$ cat src/rtl/req_err_pkg.sv
package req_err_pkg;
  localparam int FLAG_N = 4;
  localparam int TYPE_W = 3;
  localparam int SIZE_W = 2;

  // flag index inside the flag field
  localparam int F_TYPE = 0;
  localparam int F_SIZE = 1;
  localparam int F_DOT  = 2;
  localparam int F_SYS  = 3;

  typedef enum logic [TYPE_W-1:0] {
    TY_NULL = 3'd0, TY_READ = 3'd1, TY_WRITE = 3'd2, TY_START_BEX = 3'd3,
    TY_SNOOP = 3'd4, TY_PEEK_WR = 3'd5, TY_DEBUG = 3'd6, TY_MSG = 3'd7
  } reqType_e;

  typedef enum logic [SIZE_W-1:0] {
    SZ_8 = 2'd0, SZ_16 = 2'd1, SZ_32 = 2'd2, SZ_4 = 2'd3
  } reqSize_e;

  typedef struct packed {
    logic [FLAG_N-1:0] setFlag;
    logic [FLAG_N-1:0] clrFlag;
    logic              maskWr;
    logic [FLAG_N-1:0] maskVal;
  } strobe_t;
endpackage

$ cat src/rtl/req_err_ctrl.sv
module req_err_ctrl
  import req_err_pkg::*;
#(
  parameter int REG_W       = 64,
  parameter int FLAG_LSB    = 32,
  parameter int SYNC_STAGES = 2
) (
  input  logic              clk,
  input  logic              rstN,
  input  logic              porActive,
  input  logic              sysLockAsync,
  input  logic              dotLockAsync,
  input  logic              reqValid,
  input  logic [TYPE_W-1:0] reqType,
  input  logic [SIZE_W-1:0] reqSize,
  input  logic              reqRespExp,
  input  logic              regWrEn,
  input  logic [REG_W-1:0]  regWrData,
  output strobe_t           strb,
  output logic              rspValid,
  output logic              rspExc
);
  localparam int LAST = SYNC_STAGES - 1;

  logic [SYNC_STAGES-1:0] sysPipe, dotPipe;
  logic lockSys, lockDot, badType, badSize, isRdWr, isMulti;

  always_ff @(posedge clk) begin
    if (!rstN) begin
      sysPipe <= '0;
      dotPipe <= '0;
    end else begin
      sysPipe <= {sysPipe[SYNC_STAGES-2:0], sysLockAsync};
      dotPipe <= {dotPipe[SYNC_STAGES-2:0], dotLockAsync};
    end
  end
  assign lockSys = sysPipe[LAST];
  assign lockDot = dotPipe[LAST];

  always_comb begin
    isRdWr  = (reqType == TY_READ) || (reqType == TY_WRITE);
    isMulti = (reqSize == SZ_16) || (reqSize == SZ_32);
    badSize = reqValid && isRdWr && isMulti;
    badType = reqValid && ((reqType == TY_NULL) || (reqType == TY_START_BEX) ||
                           (reqType == TY_SNOOP) || (reqType == TY_PEEK_WR) ||
                           (reqType == TY_DEBUG));
  end

  always_comb begin
    strb.setFlag         = '0;
    strb.setFlag[F_TYPE] = badType;
    strb.setFlag[F_SIZE] = badSize;
    strb.setFlag[F_DOT]  = lockDot && !porActive;
    strb.setFlag[F_SYS]  = lockSys && !porActive;
    strb.clrFlag         = regWrEn ? regWrData[FLAG_LSB +: FLAG_N] : '0;
    strb.maskWr          = regWrEn;
    strb.maskVal         = regWrData[FLAG_N-1:0];
  end

  always_ff @(posedge clk) begin
    if (!rstN) begin
      rspValid <= 1'b0;
      rspExc   <= 1'b0;
    end else begin
      rspValid <= reqValid && reqRespExp;
      rspExc   <= reqValid && reqRespExp && (badType || badSize);
    end
  end

  AST_EXC_NEEDS_RESP: assert property (@(posedge clk) disable iff (!rstN)
    rspExc |-> rspValid);
  AST_RESP_FOLLOWS: assert property (@(posedge clk) disable iff (!rstN)
    (reqValid && reqRespExp) |=> rspValid);
endmodule

$ cat src/rtl/req_err_regs.sv
module req_err_regs
  import req_err_pkg::*;
#(
  parameter int REG_W    = 64,
  parameter int FLAG_LSB = 32
) (
  input  logic             clk,
  input  logic             rstN,
  input  strobe_t          strb,
  output logic [REG_W-1:0] regRdData,
  output logic             errOut
);
  logic [FLAG_N-1:0] flags;
  logic [FLAG_N-1:0] mask;

  for (genvar i = 0; i < FLAG_N; i++) begin : gFlag
    always_ff @(posedge clk) begin
      if (!rstN)                  flags[i] <= 1'b0;
      else if (strb.setFlag[i])   flags[i] <= 1'b1;
      else if (strb.clrFlag[i])   flags[i] <= 1'b0;
    end

    AST_SET_WINS: assert property (@(posedge clk) disable iff (!rstN)
      strb.setFlag[i] |=> flags[i]);
    AST_W1C_CLEARS: assert property (@(posedge clk) disable iff (!rstN)
      (strb.clrFlag[i] && !strb.setFlag[i]) |=> !flags[i]);
    AST_FLAG_STICKY: assert property (@(posedge clk) disable iff (!rstN)
      (flags[i] && !strb.clrFlag[i]) |=> flags[i]);
  end

  always_ff @(posedge clk) begin
    if (!rstN)            mask <= '0;
    else if (strb.maskWr) mask <= strb.maskVal;
  end

  always_comb begin
    regRdData                      = '0;
    regRdData[FLAG_LSB +: FLAG_N]  = flags;
    regRdData[FLAG_N-1:0]          = mask;
  end

  assign errOut = |(flags & ~mask);
endmodule

$ cat src/rtl/req_err_monitor.sv
module req_err_monitor
  import req_err_pkg::*;
#(
  parameter int REG_W       = 64,
  parameter int FLAG_LSB    = 32,
  parameter int SYNC_STAGES = 2
) (
  input  logic              clk,
  input  logic              rstN,
  input  logic              porActive,
  input  logic              sysLockAsync,
  input  logic              dotLockAsync,
  input  logic              reqValid,
  input  logic [2:0]        reqType,
  input  logic [1:0]        reqSize,
  input  logic              reqRespExp,
  input  logic              regWrEn,
  input  logic [REG_W-1:0]  regWrData,
  output logic [REG_W-1:0]  regRdData,
  output logic              errOut,
  output logic              rspValid,
  output logic              rspExc
);
  strobe_t strb;

  req_err_ctrl #(.REG_W(REG_W), .FLAG_LSB(FLAG_LSB), .SYNC_STAGES(SYNC_STAGES)) uCtrl (
    .clk(clk), .rstN(rstN), .porActive(porActive),
    .sysLockAsync(sysLockAsync), .dotLockAsync(dotLockAsync),
    .reqValid(reqValid), .reqType(reqType), .reqSize(reqSize),
    .reqRespExp(reqRespExp), .regWrEn(regWrEn), .regWrData(regWrData),
    .strb(strb), .rspValid(rspValid), .rspExc(rspExc)
  );

  req_err_regs #(.REG_W(REG_W), .FLAG_LSB(FLAG_LSB)) uRegs (
    .clk(clk), .rstN(rstN), .strb(strb),
    .regRdData(regRdData), .errOut(errOut)
  );

  AST_NULL_TYPE_FLAGS: assert property (@(posedge clk) disable iff (!rstN)
    (reqValid && reqType == TY_NULL) |=> regRdData[FLAG_LSB + F_TYPE]);
  AST_ALL_MASKED_QUIET: assert property (@(posedge clk) disable iff (!rstN)
    (&regRdData[FLAG_N-1:0]) |-> !errOut);
endmodule

$ cat config.mk
export PLATFORM = sky130hd
export DESIGN_NAME = req_err_monitor
export DESIGN_NICKNAME = d
export VERILOG_FILES = /design/src/rtl/req_err_pkg.sv /design/src/rtl/req_err_ctrl.sv /design/src/rtl/req_err_regs.sv /design/src/rtl/req_err_monitor.sv
export SDC_FILE = /design/constraint.sdc
export NUM_CORES = 1
export LEC_CHECK = 0
export BUFFER_PORTS_ARGS = -buffer_cell sky130_fd_sc_hd__buf_4
export CAP_MARGIN = 15
export CORE_MARGIN = 8
export CORE_UTILIZATION = 31
export DETAILED_ROUTE_END_ITERATION = 10
export PLACE_DENSITY = 0.81
export RECOVER_POWER = 25
export SETUP_SLACK_MARGIN = 0.5
export SYNTH_ARGS = -nofsm -noshare
export SYNTH_HDL_FRONTEND = slang
export SYNTH_HIERARCHICAL = 1
export SYNTH_SLANG_ARGS = --single-unit
$ cat constraint.sdc
create_clock -name clk -period 1.3 [get_ports clk]
set_clock_uncertainty 0.2 [all_clocks]
set_input_delay 0.13 -clock clk [delete_from_list [all_inputs] [get_ports clk]]
set_output_delay 0.13 -clock clk [all_outputs]
set_load 0.005 [all_outputs]
==> reports/qor.yml, run 1 <==
sta:
  period_share_pct: 99.5
  rsz0062_at_grt: "yes"
  finalWorstPathRequiredPeriod_ps: 1290
  drv_slew: 0
  fmax_mhz: 773
  hold_viol: 9
  final-setup-viol-count: 0
  hold_slack_ps: -138
critical_path:
  crit_arrival_ps: 960
  r2r_setup_slack_ps: 340
  cp_data_required_time_ps: 970
  reg2reg_from: "uRegs/regRdData[32]$_SDFFE_PN0P_"
  reg2reg_to: "uRegs/regRdData[32]$_SDFFE_PN0P_"
  rr_worst_depth: 2
  end_kind: "output port"
  start_kind: "flip-flop"
  crit_start: "uRegs/mask[0]$_SDFFE_PN0P_"
  path_buf_inv: 1
  worstPathCellList: "nand2b_4, o2111ai_2, buf_4"
  critical_path.top_delay_family: "flip-flops"
  critical_path_class: "reg2out"
  slowest_delay_ps: 340
  path_max_fanout: 2
  crit_slowest_cell: "dfxtp_2"
floorplan:
  die_w_um: 74.6
  die_h_um: 74.6
  die-area_um2: 5560
  io_pins: 144
  core_um2: 3310
  start_util_pct: 32.1
  rows: 21
route:
  drc_errors: 0
  drt_iter0_drc: 6
  drt_wl_total_um: 2180
  wl_per_cell_um: 11.2
  routed_via_density: 3.30
  dr.pass1.iters: 2
  vias: 644
  antenna_left: 0
finish:
  final_core_util_pct: 39.0
  nets: 227
  area_delta_synth_final_pct: 21.5
  ff_latch_area_um2: 298
  antenna_cells: 0
  stdcell_count: 195
  multi_input_area_um2: 593
  drive_gt1_share_pct: 40.3
  fillCellCount: 370
power_and_ir_drop:
  ir_drop_v: 0.000304
  p_per_area_nw_per_um2: 786
  finalPower_w: 0.00102
  cellLeakagePower_nw: 0.653
place:
  placed_cells: 187
  dp_hpwl_um: 1810
  finalWeightedCongestion: 0.685
  io_buffers: 31
cts:
  clockRootBuffer: "clkbuf_4"
  cts_tree: "built"
  clock_path_buffers: 2
  clk_latency_ps: 260
  cts-buffers-inserted: 3
  htreeDepth: 1
  cts.sinks: 14
  clk_pin_slew_ps: 80
global_routing:
  antenna_found_initial: 0
  grt_overflow_total: 0
  grt_pass1_wl_um: 2880
  grt_max_degree: 14
  grt_pass1_vias: 687
  globalRouteTotalUtil_pct: 6.63
min_path:
  whs_path_depth: 2
  hold_path_class: "in2reg"
  worstHoldEndpoint: "uCtrl/dotPipe[0]$_SDFF_PN0_"
  min_from: "dotLockAsync"
flow_run:
  cap_violations: 0
yosys:
  synth_cells: 119
  synth-seq-cells: 14
  synth-seq-area-share_pct: 26.4
  ys_warn_count: 6
  ys_types: 17
  syn_area_um2: 1060
  avgSynthCellArea_um2: 8.94
outcome:
  status: "finished, violations left"
  violations: "negative hold slack"
worst reg2reg max path, cell delays in order (launching register included):
cell	delay [ps]
dfxtp_4	370
nor2b_4	120
o21a_1	170
report_power, final:
part	internal (W)	switching [W]
registers	0.000451	0.0000146
clock network	0.000170	0.000129
logic	0.000140	0.000111
total	0.000760	0.000255
registers in the layout, summed over array words and instances, names as in the netlist:
name,flops
uCtrl/dotPipe,2
uCtrl/rspExc,1
uCtrl/rspValid,1
uCtrl/sysPipe,2
uRegs/mask,4
uRegs/regRdData,4
metal layers:
layer | up-vias | track usage [%] | routed length, µm
met5 | - | 0 | 0
met3 | 2 | 1.75 | 277
met1 | 282 | 6.78 | 749
met4 | 0 | 3.91 | 27
li1 | 312 | - | -
met2 | 48 | 11.8 | 1120
layout by cell type, fill, tap and decap left out:
| cell type | count |
|---|---|
| clkbuf_8 | 1 |
| o21a_1 | 5 |
| buf_4 | 23 |
| nor2b_1 | 7 |
| o2111ai_2 | 1 |
| clkbuf_1 | 1 |
| conb_1 | 56 |
| dfxtp_1 | 4 |
| and2_0 | 1 |
| nor4b_4 | 1 |
| nor2b_4 | 3 |
| and2_1 | 8 |
| clkbuf_4 | 3 |
| xnor2_2 | 2 |
| xnor2_4 | 1 |
| buf_8 | 1 |
| nor3b_2 | 1 |
| inv_1 | 1 |
| dfxtp_2 | 8 |
| mux2i_1 | 4 |
| and3_1 | 1 |
| buf_6 | 10 |
| nand2b_4 | 3 |
| dfxtp_4 | 2 |
| a21oi_1 | 1 |
cell families after synthesis:
logic type      count (synthesis)  synth area share (%)
xor+xnor                        3                  3.18
compound gates                  7                  4.82
mux                             4                  3.76
buf+inv                        65                  45.9
simple gates                   25                  15.6
other cells                     1                 0.353
flops                          14                  26.4
cells in the mapped netlist, drive strengths merged:
master   number  share of area [%]
buf          64                 46
nand2b        3                1.8
mux2i         4                3.8
a21oi         1               0.47
o2111ai       1               0.82
xnor2         3                3.2
nor4b         1                1.4
nor3b         1               0.71
and2          9                5.3
nor2b        10                5.9
o21a          5                3.5
dfxtp        14                 26
and3          1               0.59
inv           1               0.35
conb          1               0.35
metrics by stage:
step / setup TNS [ps] / cell area (µm²) / setup WS, ps
final: 0 / 1290 / 5.93
after global placement: 0 / 1110 / 160
after CTS: -0.418 / 1260 / -0.418
after global routing: -66.6 / 1290 / -66.6
after detailed placement: 0 / 1110 / 164
after floorplan: 0 / 1310 / 260
how the worst max path moves through the flow:
stage | to | slack, ps | cells after the start
after detailed placement | uRegs/regRdData[33]$_SDFFE_PN0P_ | 160 | 4
final | errOut | 6 | 3
after global routing | errOut | -70 | 3
after global placement | uRegs/regRdData[33]$_SDFFE_PN0P_ | 160 | 4
after floorplan | uRegs/regRdData[32]$_SDFFE_PN0P_ | 260 | 5
after CTS | errOut | -0.4 | 3
final cells by class:
type / instances / area share (%)
repair buffers: 35 / 23.5
well taps: 46 / 4.45
clock buffers: 4 / 2.81
multi-input cells: 95 / 45.9
inverters: 1 / 0.290
flip-flops and latches: 14 / 23.0
what timing repair did:
item                                    in CTS  in global routing
endpoints found under the setup margin      20                 20
hold endpoints to repair                    13                 13
setup buffers                                3                  1
pin swaps                                    3                  3
resized for setup                           22                  5
No activity file was read; power rests on OpenSTA's default activity.
==> run 2, diff against run 1 <==
- ABC_AREA: unset -> 1
- PLACE_DENSITY: 0.81 -> 0.8
==> run 2 against run 1 <==
The flow still finishes with violations (negative hold slack); final cell count grew 22%; via count increased by 23%; clock power about the same; sequential share of layout area down 0.067 points; design area grew 0.29%; register-to-register slack worse by 70 ps; combinational power barely moved; total power grew 0.28%; largest power group unchanged.
==> reports/qor.yml, run 2 <==
outcome:
  status: "finished, violations left"
  violations: "negative hold slack"
power_and_ir_drop:
  p_per_area_nw_per_um2: 785
  p_clk_share_pct: 29.6
  finalPower_w: 0.00102
  cellLeakagePower_nw: 0.778
  switching_share_pct: 27.3
  ir_drop_v: 0.000424
  pwr-share-seq_pct: 45.8
  intPower_w: 0.000740
  power.switching_w: 0.000278
  comb_power_share_pct: 24.6
route:
  wl_per_cell_um: 9.86
  dr.pass1.iters: 3
  vias: 790
  antenna_left: 0
  drt_wl_total_um: 2350
  routed_via_density: 3.32
  drc_errors: 0
  drt_iter0_drc: 10
sta:
  period_share_pct: 99.6
  rsz0062_at_grt: "yes"
  hold_slack_ps: -165
  tns_ps: 0
  hold_viol: 10
  fmax_mhz: 772
  finalWorstPathRequiredPeriod_ps: 1300
  drv_slew: 0
  final-setup-viol-count: 0
global_routing:
  globalRouteTotalUtil_pct: 7.03
  grt_pass1_wl_um: 3070
  antenna_found_initial: 0
  grt_overflow_total: 0
  grt_pass1_vias: 726
  grt_max_degree: 11
floorplan:
  start_util_pct: 32.5
  die-area_um2: 5640
  die_w_um: 75.1
  die_h_um: 75.1
  core_um2: 3340
  rows: 21
  io_pins: 144
finish:
  nets: 270
  final_common_cell: "conb_1"
  antenna_cells: 0
  area_delta_synth_final_pct: 19.6
  fin_area_um2: 1300
  mostFrequentLayoutCells: "conb_1, inv_1, buf_4"
  drive_gt1_share_pct: 33.3
critical_path:
  end_kind: "output port"
  slowest_delay_ps: 360
  critical_path_class: "reg2out"
  cp_common_cell: "nand2_1"
  path_buf_inv: 3
  cp_data_required_time_ps: 970
  worstPathCellList: "inv_2, nand2_2, nand2_1, inv_1, nand2_1, buf_6"
  path_max_fanout: 2
  critical_path.top_delay_family: "flip-flops"
  crit_arrival_ps: 970
  start_kind: "flip-flop"
  crit_slowest_cell: "dfxtp_2"
yosys:
  syn_area_um2: 1080
  netlist.area_leader.share_pct: 43.6
  synth.most_common_cell: "buf_4"
  synth_cells: 160
  ys_types: 10
  ys_top_cells_by_area: "buf_4, dfxtp_1, inv_1, nand2_1, nor2_1"
  async_reset_ff_share_pct: 0
  synth_commonest_cells: "buf_4, inv_1, nand2_1"
  ys_warn_count: 6
  synth_edf_count: 0
  synthFlopType: "dfxtp_1"
  synth_largest_area_cell: "buf_4"
  avgSynthCellArea_um2: 6.77
  synth-seq-area-share_pct: 25.9
  synth-seq-cells: 14
cts:
  cts-buffers-inserted: 3
  htreeDepth: 1
  cts.sinks: 14
  clk_pin_slew_ps: 80
  cts_tree: "built"
  clock_path_buffers: 2
  clk_latency_ps: 270
  clockRootBuffer: "clkbuf_4"
place:
  io_buffers: 31
  finalWeightedCongestion: 0.670
  dp_hpwl_um: 1990
  placed_area_um2: 1140
min_path:
  hold_path_class: "in2reg"
flow_run:
  cap_violations: 0
[run 2: area by class of cell]
type,instances,area [µm²]
inverters,29,109
repair buffers,36,312
well taps,46,57.6
clock buffers,4,36.3
multi-input cells,109,484
flip-flops and latches,14,298
fillers,384,2040
[run 2: kinds of logic after synthesis]
group	count (synthesis)	synth area share [%]
other	1	0.346
AOI/OAI and AO/OA	9	4.50
and+or+nand+nor	44	15.6
DFF	14	25.9
buffers and inverters	92	53.7
[run 2: final timing paths]
kind / startpoint / endpoint / slack (ps) / cells past startpoint
worst max-delay path: uRegs/mask[0]$_SDFFE_PN0P_ / errOut / 5 / 6
worst min-delay path: dotLockAsync / uCtrl/dotPipe[0]$_SDFF_PN0_ / -170 / 3
worst max register to register: uRegs/mask[0]$_SDFFE_PN0P_ / uRegs/mask[0]$_SDFFE_PN0P_ / 270 / 4
worst min register to register: uCtrl/sysPipe[0]$_SDFF_PN0_ / uCtrl/sysPipe[1]$_SDFF_PN0_ / 210 / 2
[run 2: layer usage]
layer / routed length, µm / vias to the layer above / global-route usage (%)
met4: 0 / 0 / 0
li1: - / 409 / -
met1: 793 / 334 / 6.30
met3: 330 / 0 / 3.99
met5: 0 / - / 0
met2: 1220 / 47 / 13.9
[run 2: tightest hold or removal path, stage by stage]
cell and delay, ps:
buf_4 70, nand2_1 30, inv_1 40
[run 2: timing repair]
item	CTS	global route
setup endpoints to repair	19	19
pin swaps	4	5
resized for setup	29	6
hold endpoints to repair	12	12
setup buffers	3	2
cloned	0	0
[run 2: power by group through the flow]
| stage | Combinational [W] | Clock [W] | Sequential (W) |
|---|---|---|---|
| detailed placement | 0.000206 | 0 | 0.000475 |
| global route | 0.000282 | 0.000344 | 0.000469 |
| floorplan | 0.000241 | 0 | 0.000474 |
| global placement | 0.000202 | 0 | 0.000473 |
| finish | 0.000250 | 0.000301 | 0.000467 |
| CTS | 0.000236 | 0.000319 | 0.000469 |
[run 2: per-stage QoR]
stage               worst slack, ps  util, %  hold slack (ps)  std cells
detailed placement              239     34.2              112        229
global placement                270     34.2              111        229
CTS                           -9.70     38.1             -176        236
global route                  -76.9     38.8             -168        238
finish                         4.61     38.8             -165        238
floorplan                       367        -             23.5        215
==> run 3, diff against run 2 <==
- SETUP_SLACK_MARGIN: 0.5 -> 0.02
==> run 3 against run 2 <==
The run now ends clean; final cell count is 4.2% higher; non-clock buffer count is 10 higher; utilization is 0.075 points higher; largest cell class unchanged; total power is 1.0% lower.
==> reports/qor.yml, run 3 (synthesized netlist as in run 2, its figures left out) <==
cts:
  cts_tree: "built"
  clk_pin_slew_ps: 80
  clk_latency_ps: 270
  clockRootBuffer: "clkbuf_4"
  clock_path_buffers: 2
  cts-buffers-inserted: 3
  cts.sinks: 14
  htreeDepth: 1
critical_path:
  r2r_setup_slack_ps: 330
  worstPathCellList: "inv_2, nand2_1, nand2_1, inv_1, nand2_1, buf_6"
  crit_start: "uRegs/mask[0]$_SDFFE_PN0P_"
  slowest_delay_ps: 340
  critical_path_class: "reg2out"
  end_kind: "output port"
  reg2reg_from: "uRegs/mask[2]$_SDFFE_PN0P_"
  path_max_fanout: 2
  cp_common_cell: "nand2_1"
  cp_data_required_time_ps: 970
  endpoint: "errOut"
  reg2reg_to: "uRegs/mask[2]$_SDFFE_PN0P_"
  start_kind: "flip-flop"
  crit_arrival_ps: 950
  crit_slowest_cell: "dfxtp_2"
  rr_worst_depth: 3
floorplan:
  die_h_um: 75.1
  io_pins: 144
  die_w_um: 75.1
  start_util_pct: 32.5
  core_um2: 3340
  rows: 21
  die-area_um2: 5640
route:
  dr.pass1.iters: 2
  vias: 797
  drt_iter0_drc: 14
  antenna_left: 0
  wl_per_cell_um: 9.15
  drc_errors: 0
  drt_wl_total_um: 2270
  routed_via_density: 3.21
finish:
  antenna_cells: 0
  area_delta_synth_final_pct: 19.9
  drive_gt1_share_pct: 24.3
  final_common_cell: "conb_1"
  nets: 280
  final_core_util_pct: 38.9
  stdcell_count: 248
  mostFrequentLayoutCells: "conb_1, buf_4, inv_1"
power_and_ir_drop:
  p_per_area_nw_per_um2: 776
  ir_drop_v: 0.000528
  cellLeakagePower_nw: 0.803
place:
  finalWeightedCongestion: 0.689
  dp_hpwl_um: 1800
  placed_cells: 229
  io_buffers: 31
sta:
  finalWorstPathRequiredPeriod_ps: 1280
  fmax_mhz: 784
  drv_slew: 0
  final-setup-viol-count: 0
  hold_viol: 0
  rsz0062_at_grt: "yes"
  period_share_pct: 98.1
global_routing:
  grt_pass1_wl_um: 3110
  grt_max_degree: 11
  grt_overflow_total: 0
  antenna_found_initial: 0
  grt_pass1_vias: 747
  globalRouteTotalUtil_pct: 7.19
flow_run:
  cap_violations: 0
outcome:
  status: "completed"
min_path:
  hold_path_class: "in2reg"
## run 3: cell types whose count changed in the layout (fill, tap and decap cells not counted), moves of 3 or more
cell	before	now
dfxtp_1	4	8
o21ai_0	0	4
buf_4	23	33
a21oi_1	0	3
buf_6	12	1
a21oi_2	5	2
dlygate4sd3_1	0	11
nor2_2	3	0
nor2_1	15	18
nand2_1	20	23
## run 3: area by class of cell
type | instances | area [µm²]
Inverter | 29 | 109
Clock buffer | 4 | 36.3
Multi-Input combinational cell | 109 | 432
Sequential cell | 14 | 288
Fill cell | 364 | 2040
Timing Repair Buffer | 46 | 377
Tap cell | 46 | 57.6
## run 3: power breakdown
group	switching, W	internal [W]
combinational	0.000120	0.000122
clock	0.000131	0.000170
sequential	0.0000119	0.000453
total	0.000263	0.000745
## run 3: metal layers
metal / share of wire (%) / wire [µm] / up-vias / track usage [%]
met2: 49 / 1120 / 46 / 13.2
met5: 0 / 0 / - / 0
met1: 34 / 778 / 323 / 6.44
li1: - / - / 428 / -
met4: 0 / 0 / 0 / 0.652
met3: 16 / 372 / 0 / 5.06
## run 3: worst min-delay path by stage
stage                             start                                to  slack, ps  cells past startpoint
after global placement     dotLockAsync       uCtrl/dotPipe[0]$_SDFF_PN0_        110                      3
final                     regWrData[33]  uRegs/regRdData[33]$_SDFFE_PN0P_         20                      6
after floorplan            dotLockAsync       uCtrl/dotPipe[0]$_SDFF_PN0_         20                      2
after global routing      regWrData[33]  uRegs/regRdData[33]$_SDFFE_PN0P_         30                      6
after detailed placement   dotLockAsync       uCtrl/dotPipe[0]$_SDFF_PN0_        110                      3
after CTS                 regWrData[34]  uRegs/regRdData[34]$_SDFFE_PN0P_         20                      6
## run 3: repair_timing
item,in CTS,in global routing
resized for setup,8,2
cloned,0,0
setup buffers,4,0
pin swaps,2,3
setup endpoints to repair,1,2
hold buffers,11,0
hold endpoints to repair,13,0
## run 3: worst max-delay path: cells and delay by family, from the launching register on
family	cells	cell delay (ps)
simple gates	3	140
flops	1	340
buf+inv	3	180
## run 3: through the flow
step / hold WS, ps / power, W / TNS, ps / setup WS [ps] / instance area [µm²]
after global placement: 112 / 0.000661 / 0 / 283 / 1110
after detailed placement: 109 / 0.000664 / 0 / 259 / 1110
after global routing: 29.4 / 0.00108 / -63.6 / -63.6 / 1300
final: 24.7 / 0.00101 / 0 / 24.2 / 1300
after floorplan: 23.5 / 0.000704 / 0 / 347 / 1290
after CTS: 21.3 / 0.00101 / 0 / 15.4 / 1290
